## config.mk

```make
export PLATFORM = sky130hd
export DESIGN_NAME = uart_slot
export DESIGN_NICKNAME = d
export VERILOG_FILES = /design/src/rtl/uart_slot_pkg.sv /design/src/rtl/uart_slot_baud.sv /design/src/rtl/uart_slot_ctrl.sv /design/src/rtl/uart_slot_dp.sv /design/src/rtl/uart_slot.sv
export SDC_FILE = /design/constraint.sdc
export NUM_CORES = 1
export LEC_CHECK = 0
export ABC_AREA = 1
export BUFFER_PORTS_ARGS = -buffer_cell sky130_fd_sc_hd__buf_2
export CORE_ASPECT_RATIO = 1.5
export CORE_MARGIN = 2
export CORE_UTILIZATION = 60
export DETAILED_ROUTE_END_ITERATION = 6
export MAX_ROUTING_LAYER = met4
export PLACE_DENSITY = 0.79
export SLEW_MARGIN = 15
export SYNTH_ARGS = -nofsm -noshare
export SYNTH_HDL_FRONTEND = slang
export SYNTH_SLANG_ARGS = --single-unit
export TNS_END_PERCENT = 10
```

## constraint.sdc

```tcl
create_clock -name clk -period 11.6 [get_ports clk]
set_input_delay 2.9 -clock clk [delete_from_list [all_inputs] [get_ports clk]]
set_output_delay 2.9 -clock clk [all_outputs]
set_load 0.02 [all_outputs]
```

## src/rtl/uart_slot_pkg.sv

```systemverilog
package uart_slot_pkg;
  localparam int BYTE_W = 8;
  localparam int SUB_N  = 16;

  typedef enum logic [2:0] {
    SEL_LINE = 3'd0,
    SEL_MODE = 3'd1,
    SEL_STAT = 3'd2,
    SEL_TXH  = 3'd3,
    SEL_RXH  = 3'd4,
    SEL_DIV  = 3'd5,
    SEL_SLOT = 3'd6
  } regSel_e;

  // control -> datapath
  typedef struct packed {
    logic              txLoad;
    logic [BYTE_W-1:0] txByte;
    logic              rxEn;
  } ctrlStrobe_t;

  // datapath -> control
  typedef struct packed {
    logic              txDone;
    logic              rxDone;
    logic [BYTE_W-1:0] rxByte;
    logic              rxFrameErr;
  } dpEvent_t;
endpackage

```

## src/rtl/uart_slot_baud.sv

```systemverilog
module uart_slot_baud #(
  parameter int DIV_W = 16,
  parameter int SUB_N = 16
) (
  input  logic             clk,
  input  logic             rstN,
  input  logic [DIV_W-1:0] divisor,
  input  logic [SUB_N-1:0] slotMask,
  output logic             tick
);
  localparam int IDX_W = $clog2(SUB_N);

  logic [DIV_W:0]   clkCnt;
  logic [IDX_W-1:0] subIdx;
  logic [DIV_W:0]   limit;

  assign limit = (DIV_W+1)'(divisor) + (DIV_W+1)'(slotMask[subIdx]);
  assign tick  = (clkCnt >= limit);

  always_ff @(posedge clk or negedge rstN) begin
    if (!rstN) begin
      clkCnt <= '0;
      subIdx <= '0;
    end else if (tick) begin
      clkCnt <= '0;
      subIdx <= subIdx + 1'b1;
    end else begin
      clkCnt <= clkCnt + 1'b1;
    end
  end
endmodule

```

## src/rtl/uart_slot_ctrl.sv

```systemverilog
module uart_slot_ctrl
  import uart_slot_pkg::*;
#(
  parameter int REG_W = 16,
  parameter int DIV_W = 16
) (
  input  logic              clk,
  input  logic              rstN,
  input  logic [2:0]        regSel,
  input  logic              wrEn,
  input  logic              rdEn,
  input  logic [REG_W-1:0]  wrData,
  output logic [REG_W-1:0]  rdData,
  input  dpEvent_t          dpEv,
  output ctrlStrobe_t       ctrlStb,
  output logic [DIV_W-1:0]  divisor,
  output logic [SUB_N-1:0]  slotMask,
  output logic              txEmpty,
  output logic              rxReady
);
  logic [7:0]        lineReg, modeReg;
  logic [BYTE_W-1:0] txHold, rxHold;
  logic              frameErr;
  logic              txEnabled, txAccept, rxRead;

  assign txEnabled = (modeReg[3:2] == 2'b01);
  assign txAccept  = wrEn && (regSel == SEL_TXH) && txEnabled && (txEmpty || dpEv.txDone);
  assign rxRead    = rdEn && (regSel == SEL_RXH);

  assign ctrlStb.txLoad = txAccept;
  assign ctrlStb.txByte = wrData[BYTE_W-1:0];
  assign ctrlStb.rxEn   = (modeReg[1:0] == 2'b01);

  always_ff @(posedge clk or negedge rstN) begin
    if (!rstN) begin
      lineReg  <= '0;
      modeReg  <= '0;
      divisor  <= '0;
      slotMask <= '0;
      txHold   <= '0;
      rxHold   <= '0;
      txEmpty  <= 1'b1;
      rxReady  <= 1'b0;
      frameErr <= 1'b0;
    end else begin
      if (wrEn) begin
        case (regSel)
          SEL_LINE: lineReg  <= wrData[7:0];
          SEL_MODE: modeReg  <= wrData[7:0];
          SEL_DIV:  divisor  <= wrData[DIV_W-1:0];
          SEL_SLOT: slotMask <= wrData[SUB_N-1:0];
          default: ;
        endcase
      end
      if (txAccept) begin
        txHold  <= wrData[BYTE_W-1:0];
        txEmpty <= 1'b0;
      end else if (dpEv.txDone) begin
        txEmpty <= 1'b1;
      end
      if (dpEv.rxDone) begin
        rxReady  <= 1'b1;
        rxHold   <= dpEv.rxByte;
        frameErr <= dpEv.rxFrameErr;
      end else if (rxRead) begin
        rxReady <= 1'b0;
      end
    end
  end

  always_comb begin
    rdData = '0;
    case (regSel)
      SEL_LINE: rdData[7:0]        = lineReg;
      SEL_MODE: rdData[7:0]        = modeReg;
      SEL_STAT: rdData[2:0]        = {frameErr, txEmpty, rxReady};
      SEL_TXH:  rdData[BYTE_W-1:0] = txHold;
      SEL_RXH:  rdData[BYTE_W-1:0] = rxHold;
      SEL_DIV:  rdData[DIV_W-1:0]  = divisor;
      SEL_SLOT: rdData[SUB_N-1:0]  = slotMask;
      default:  rdData = '0;
    endcase
  end
endmodule

```

## src/rtl/uart_slot_dp.sv

```systemverilog
module uart_slot_dp
  import uart_slot_pkg::*;
(
  input  logic        clk,
  input  logic        rstN,
  input  logic        tick,
  input  ctrlStrobe_t ctrlStb,
  input  logic        rxd,
  output logic        txd,
  output dpEvent_t    dpEv
);
  localparam int FRAME_BITS = BYTE_W + 2;
  localparam int CNT_W      = $clog2(SUB_N);
  localparam int TXB_W      = $clog2(FRAME_BITS);
  localparam int RXB_W      = $clog2(BYTE_W);
  localparam logic [CNT_W-1:0] LAST_SUB = CNT_W'(SUB_N - 1);
  localparam logic [CNT_W-1:0] HALF_SUB = CNT_W'(SUB_N/2 - 1);

  // transmit engine
  logic [FRAME_BITS-1:0] txShift;
  logic [CNT_W-1:0]      txCnt;
  logic [TXB_W-1:0]      txBit;
  logic                  txBusy, txArmed;

  assign dpEv.txDone = txBusy && txArmed && tick && (txCnt == LAST_SUB) &&
                       (txBit == TXB_W'(FRAME_BITS - 1));

  always_ff @(posedge clk or negedge rstN) begin
    if (!rstN) begin
      txShift <= '1;
      txCnt   <= '0;
      txBit   <= '0;
      txBusy  <= 1'b0;
      txArmed <= 1'b0;
      txd     <= 1'b1;
    end else if (ctrlStb.txLoad) begin
      txShift <= {1'b1, ctrlStb.txByte, 1'b0};
      txCnt   <= '0;
      txBit   <= '0;
      txBusy  <= 1'b1;
      txArmed <= 1'b0;
    end else if (txBusy && tick) begin
      if (!txArmed) begin
        txArmed <= 1'b1;
        txd     <= txShift[0];
        txCnt   <= '0;
      end else if (txCnt == LAST_SUB) begin
        txCnt <= '0;
        if (txBit == TXB_W'(FRAME_BITS - 1)) begin
          txBusy <= 1'b0;
          txd    <= 1'b1;
        end else begin
          txBit   <= txBit + 1'b1;
          txShift <= {1'b1, txShift[FRAME_BITS-1:1]};
          txd     <= txShift[1];
        end
      end else begin
        txCnt <= txCnt + 1'b1;
      end
    end
  end

  // receive engine
  typedef enum logic [1:0] {RX_IDLE, RX_START, RX_DATA, RX_STOP} rxState_e;
  rxState_e          rxState;
  logic              rxS1, rxS2;
  logic [CNT_W-1:0]  rxCnt;
  logic [RXB_W-1:0]  rxBit;
  logic [BYTE_W-1:0] rxShift;

  assign dpEv.rxByte = rxShift;

  always_ff @(posedge clk or negedge rstN) begin
    if (!rstN) begin
      rxS1            <= 1'b1;
      rxS2            <= 1'b1;
      rxState         <= RX_IDLE;
      rxCnt           <= '0;
      rxBit           <= '0;
      rxShift         <= '0;
      dpEv.rxDone     <= 1'b0;
      dpEv.rxFrameErr <= 1'b0;
    end else begin
      rxS1        <= rxd;
      rxS2        <= rxS1;
      dpEv.rxDone <= 1'b0;
      if (tick) begin
        case (rxState)
          RX_IDLE: if (ctrlStb.rxEn && !rxS2) begin
            rxState <= RX_START;
            rxCnt   <= '0;
          end
          RX_START: if (rxCnt == HALF_SUB) begin
            rxCnt   <= '0;
            rxBit   <= '0;
            rxState <= rxS2 ? RX_IDLE : RX_DATA;
          end else rxCnt <= rxCnt + 1'b1;
          RX_DATA: if (rxCnt == LAST_SUB) begin
            rxCnt   <= '0;
            rxShift <= {rxS2, rxShift[BYTE_W-1:1]};
            if (rxBit == RXB_W'(BYTE_W - 1)) rxState <= RX_STOP;
            else rxBit <= rxBit + 1'b1;
          end else rxCnt <= rxCnt + 1'b1;
          RX_STOP: if (rxCnt == LAST_SUB) begin
            rxCnt           <= '0;
            dpEv.rxDone     <= 1'b1;
            dpEv.rxFrameErr <= !rxS2;
            rxState         <= RX_IDLE;
          end else rxCnt <= rxCnt + 1'b1;
          default: rxState <= RX_IDLE;
        endcase
      end
    end
  end
endmodule

```

## src/rtl/uart_slot.sv

```systemverilog
module uart_slot
  import uart_slot_pkg::*;
#(
  parameter int REG_W = 16,
  parameter int DIV_W = 16
) (
  input  logic             clk,
  input  logic             rstN,
  input  logic [2:0]       regSel,
  input  logic             wrEn,
  input  logic             rdEn,
  input  logic [REG_W-1:0] wrData,
  output logic [REG_W-1:0] rdData,
  input  logic             rxd,
  output logic             txd
);
  ctrlStrobe_t      ctrlStb;
  dpEvent_t         dpEv;
  logic [DIV_W-1:0] divisor;
  logic [SUB_N-1:0] slotMask;
  logic             tick, txEmpty, rxReady;

  uart_slot_ctrl #(.REG_W(REG_W), .DIV_W(DIV_W)) i_ctrl (
    .clk(clk), .rstN(rstN), .regSel(regSel), .wrEn(wrEn), .rdEn(rdEn),
    .wrData(wrData), .rdData(rdData), .dpEv(dpEv), .ctrlStb(ctrlStb),
    .divisor(divisor), .slotMask(slotMask), .txEmpty(txEmpty), .rxReady(rxReady)
  );

  uart_slot_baud #(.DIV_W(DIV_W), .SUB_N(SUB_N)) i_baud (
    .clk(clk), .rstN(rstN), .divisor(divisor), .slotMask(slotMask), .tick(tick)
  );

  uart_slot_dp i_dp (
    .clk(clk), .rstN(rstN), .tick(tick), .ctrlStb(ctrlStb),
    .rxd(rxd), .txd(txd), .dpEv(dpEv)
  );
endmodule

```

* Yosys cells after proc, flatten, opt, wreduce, memory -nomap -nowiden
Index checks and enable logic that the tools add are counted.
Storage, ports and cells: bits in registers 130, input port bits 24, logic and storage cells 145
Operators by class: add/sub/neg operators 7, $lt $le $gt $ge 2, eq/ne operators 24, multiplexer cells 52, bitwise logic cells 1, reductions and logical operators 34
Operator list (number):
- 10-bit 2-to-1 mux | 5
- 4-bit 2-to-1 mux | 12
- 5-bit one-hot mux with 6 select lines | 1
- 3-bit one-hot mux with 7 select lines | 1
- 1-bit 2-to-1 mux | 18
- 16-bit by 1-bit adder with 17-bit output | 1
- 17-bit by 1-bit adder with 17-bit output (second input constant) | 1
- 17-bit >= comparator | 1
- 17-bit 2-to-1 mux | 1
- 4-bit by 1-bit adder with 4-bit output (second input constant) | 4
- 8-bit one-hot mux with 2 select lines | 1
- 2-bit nonzero test | 7
- 3-bit equality test (second input constant) | 4
- 4-bit equality test (second input constant) | 3
- 2-bit 2-to-1 mux | 6
- 4-bit one-hot mux with 3 select lines | 1
- 1-bit logical AND | 10
- 2-bit by 1-bit inequality test with 1-bit output (second input constant) | 5
- 2-bit AND reduction | 5
- 3-bit 2-to-1 mux | 3
- 3-bit AND reduction | 3
- 2-bit one-hot mux with 4 select lines | 1
- 4-bit AND reduction | 2
- 2-bit by 1-bit equality test with 1-bit output (second input constant) | 3
- other kinds (17) | 21

* Longest topological paths before layout
depth in word-level cells 11, gate-level depth with buffers 33, depth with buffers taken out 33

* Cells and area by module
Synthesis repeated with hierarchy kept, for this count alone.
Unflattened totals: cells, all modules 945, area, all modules 7497.2 um^2
Modules (own cells, without submodules):
- uart_slot_ctrl | instances 1, cells each 426, area an instance 3315.7 um^2, seq. area each 1677.9 um^2
- uart_slot_dp | instances 1, cells each 243, area an instance 2138.3 um^2, seq. area each 1041.0 um^2
- uart_slot_baud | instances 1, cells each 276, area an instance 2043.2 um^2, seq. area each 525.5 um^2

* Worst setup path before layout
Ideal clock, no wire load.
kind in2out, start point in regSel[2], end point out rdData[0], arrival 4.006 ns, data required time 8.700 ns, setup slack 4.694 ns, stages on the path 6, cells stage by stage buf_2 -> nand2_1 -> inv_1 -> clkbuf_1 -> a221oi_1 -> o2111ai_1
On the way: word-level cells in the longest chain between the ends 2, elaborated cells on any way between the ends 8
Ends and longest elaborated chain:
- from (decl) | line uart_slot.sv:9 | input logic [2:0] regSel,
- 3-bit equality test (tied with other cells) | line uart_slot_ctrl.sv:73 | case (regSel)
- 3-bit one-hot mux with 7 select lines * | line uart_slot_ctrl.sv:73
- to (decl) | line uart_slot.sv:13 | output logic [REG_W-1:0] rdData,
Every way passes the cells marked *; elsewhere a longest branch is shown, timed or not.

* Worst setup path in the final report
start point in regSel[1], end point out rdData[0]
Same word-level chain as after synthesis.

==> impl_metrics.csv <==
group,metric,value,unit
worst_setup_path,criticalPathCategory,"input pin to primary output",
timing,timing.final.crit_share,64.9,%
worst_setup_path,crit_chain,"buf_2 > inv_1 > nor2_1 > nand2_2 > clkinv_1 > a221oi_1 > o2111ai_1 > buf_2",
global_routing,grt_overflow,0,
global_routing,grt_pass1_wl,26.4,mm
logic_synthesis,synth_nets,865,
detailed_routing,vias_per_cell,5.50,
power_and_ir_drop,leakagePower,0.00376,uW
detailed_routing,drc_errors,0,
worst_setup_path,crit_family,"buffers and inverters",
placement,numPortBuffers,40,
global_routing,grt_pass1_vias,5695,
flow_run,max-cap-violations,0,
logic_synthesis,ys_seq_area_share,48.3,%
clock_network,h-tree-depth,4,
worst_setup_path,worstPathMaxFanout,9,
clock_network,cts_buffers,17,
floorplan,die_h,134,um
layout,final_core_utilization,69.1,%
detailed_routing,wl_per_cell,15.3,um
timing,drv_slew,0,
floorplan,num_rows,47,
logic_synthesis,synth_warnings,0,
logic_synthesis,ys.flop_type,"dfrtp_1",
worst_setup_path,critPathBufInv,4,
layout,final_nets,902,
timing,min_period,7.53,ns
clock_network,clk_path_buf_depth,2,
power_and_ir_drop,p_total,1480,uW
clock_network,postCtsHoldBufs,0,
logic_synthesis,synth_edf_count,0,
outcome,outcome,"finished, final reports clean",
power_and_ir_drop,p_per_area,195,nW/um^2
logic_synthesis,synthesis.area,6710,um^2
timing,setup_viol,0,
clock_network,root_buffer,"clkbuf_16",
clock_network,cts_tree,"done",
worst_setup_path,cp.required,8.70,ns
clock_network,clock-sinks,129,
timing,clock_skew,0.00537,ns
timing,rsz0062_at_grt,"false",
clock_network,clk_pin_slew,0.06,ns
floorplan,chipWidth,90.4,um
worst_setup_path,arrival,4.63,ns
global_routing,grt_max_degree,86,
timing,setup_tns,0,ns
worst_setup_path,crit_path_end_kind,"primary output",
worst_hold_path,whs_path_depth,0,
logic_synthesis,syn-mean-instance-area,8.25,um^2
logic_synthesis,ys_ff_latch,129,
global_routing,antenna_found_initial,1,
layout,syn2layout_area_growth,13.2,%
timing,tightest_slew,0.915,ns
logic_synthesis,yosysUniqueCellTypes,45,
floorplan,core-area,11000,um^2
timing,fmax,133,MHz
worst_setup_path,max_stage_delay,0.43,ns
detailed_routing,num_vias,5567,
logic_synthesis,synthCells,814,
timing,final_hold_viol_count,0,
global_routing,grt_util_all_layers,28.3,%
worst_setup_path,slowest_stage,"a221oi_1",
floorplan,die_area,12100,um^2
worst_hold_path,hold_path.class,"register to register",
detailed_routing,dr.pass1.iters,5,
worst_setup_path,crit_top_cell,"buf_2",
layout,layout-drive-gt1-share,13.0,%
layout,fillers,840,
floorplan,initial_core_util,61.0,%
logic_synthesis,synthArstFlopShare,100,%
detailed_routing,ant_nets,0,
detailed_routing,initialDrtViolationCount,375,
clock_network,cts.repair.resized,0,
worst_setup_path,reg2reg_depth,25,
detailed_routing,drt_wl_total,15.5,mm
placement,gp_congestion,0.936,
timing,maxSlewHeadroom,38.9,%
power_and_ir_drop,peakVddDrop,0.132,mV
floorplan,pin_count,41,
clock_network,insertion_delay,0.42,ns
clock_network,postCtsSetupRepairBufs,0,
worst_setup_path,worst-path-stages,8,
worst_setup_path,critPathLaunchType,"input pin",
placement,dp_hpwl,11.0,mm
[synthesized netlist by cell type (4+ instances only)]
| cell type | n | share of area [%] |
|---|---|---|
| ha_1 | 27 | 5.0 |
| nand2_2 | 4 | 0.37 |
| nand3_2 | 6 | 0.89 |
| nand4_1 | 8 | 0.75 |
| o21ai_0 | 88 | 6.6 |
| nand3_1 | 32 | 2.4 |
| xnor2_1 | 7 | 0.91 |
| buf_2 | 9 | 0.67 |
| xor2_1 | 16 | 2.1 |
| nand2_1 | 209 | 12 |
| nor3_1 | 6 | 0.45 |
| a21oi_1 | 33 | 2.5 |
| a221oi_1 | 6 | 0.78 |
| dfrtp_1 | 116 | 43 |
| o21ai_1 | 11 | 0.82 |
| o22ai_1 | 6 | 0.56 |
| inv_1 | 108 | 6.0 |
| nor2_1 | 49 | 2.7 |
| dfstp_2 | 13 | 5.1 |
| clkbuf_1 | 12 | 0.67 |
| o2111ai_1 | 6 | 0.78 |
| nor2_2 | 5 | 0.47 |
| o31ai_1 | 5 | 0.56 |
[power breakdown]
part / internal (uW) / switching (uW) / leakage, uW
logic: 126 / 201 / 0.00186
registers: 546 / 91.4 / 0.00163
clock network: 313 / 202 / 0.000272
total: 985 / 494 / 0.00376
[worst register-to-register path, cell delays in order (launching register included)]
cell	delay (ns)
dfrtp_1	0.71
o21ai_0	0.17
a21oi_1	0.14
o221ai_1	0.15
nand2_1	0.09
ha_1	0.18
ha_1	0.21
nand2_2	0.07
nor2_2	0.13
nand3_2	0.12
nor3_4	0.17
nand3_2	0.12
nor2_2	0.13
nand3_2	0.09
nand3b_1	0.19
ha_1	0.31
nand2_1	0.07
nor2_1	0.15
nand3_1	0.11
nor2_1	0.10
nor2_1	0.06
nand2_2	0.39
nand3_1	0.66
o21ai_0	0.41
nand2_1	0.09
nand2_1	0.09
[metrics by stage]
step / setup WS [ns] / instance area [um^2] / instances / hold slack (ns)
floorplan: 4.69 / 6710 / 814 / 0.345
global placement: 4.16 / 6990 / 978 / 0.346
detailed placement: 4.15 / 6990 / 978 / 0.347
CTS: 4.11 / 7560 / 1010 / 0.355
global route: 3.94 / 7590 / 1012 / 0.357
finish: 4.07 / 7590 / 1012 / 0.354
[cells in the final DEF (no fill, tap or decap), types with 5 or more instances in the layout]
| cell | instances |
|---|---|
| xor2_1 | 16 |
| nand4_1 | 8 |
| xnor2_1 | 7 |
| dfstp_2 | 13 |
| buf_2 | 39 |
| o21ai_0 | 88 |
| o22ai_1 | 6 |
| o2111ai_1 | 6 |
| nand3_2 | 6 |
| nor2_1 | 49 |
| nor2_2 | 5 |
| dfrtp_1 | 116 |
| o21ai_1 | 11 |
| nor3_1 | 6 |
| inv_1 | 108 |
| nand3_1 | 32 |
| a21oi_1 | 33 |
| clkbuf_16 | 17 |
| a221oi_1 | 6 |
| nand2_1 | 209 |
| o31ai_1 | 5 |
| ha_1 | 27 |
[layer usage]
| layer | GRT usage (%) | vias to the layer above | part of all wire, % |
|---|---|---|---|
| li1 | - | 2728 | - |
| met1 | 32.1 | 2650 | 39 |
| met2 | 48.7 | 148 | 54 |
| met3 | 4.64 | 41 | 3.7 |
| met4 | 13.9 | 0 | 3.9 |
| met5 | - | - | 0 |
[final timing paths]
check / startpoint / end / slack (ns)
max: regSel[1] / rdData[0] / 4.07
min: i_dp.rxS1 / i_dp.rxS2 / 0.35
max reg2reg: i_baud.subIdx[0] / i_dp.txShift[7] / 6.43
min reg2reg: i_dp.rxS1 / i_dp.rxS2 / 0.35
max in group asynchronous: rstN / i_dp.txShift[2] / 7.99
min in group asynchronous: rstN / i_dp.rxCnt[3] / 2.47
[area by class of cell]
class                           count  area (um^2)  area share (%)
Clock inverter                     11          105            1.38
Timing Repair Buffer               42          238            3.13
Clock buffer                       21          470            6.19
Sequential cell                   129         3240            42.7
Tap cell                          147          184            2.42
Antenna cell                        1         2.50          0.0329
Multi-Input combinational cell    547         2920            38.5
Inverter                          114          430            5.67
[sequential cells by signal (all words and copies together), names as in the netlist, 4 cells and up, named ones only]
signal and cells:
i_baud.clkCnt 17, i_ctrl.divisor 16, i_ctrl.slotMask 16, i_dp.txShift 9
i_ctrl.lineReg 8, i_ctrl.modeReg 8, i_ctrl.rxHold 8, i_ctrl.txHold 8
i_dp.rxShift 8, i_baud.subIdx 4, i_dp.rxCnt 4, i_dp.txBit 4
i_dp.txCnt 4
[cells by family after synthesis]
family,Yosys count,share of synthesized area [%]
buffers and inverters,138,8.15
flip-flops,129,48.3
multiplexers,1,0.168
XOR/XNOR,23,3.00
AO/OA/AOI/OAI,165,13.7
adder cells (fa/ha/maj),27,5.03
AND/OR/NAND/NOR,331,21.6
No activity file was read; power rests on OpenSTA's default activity.
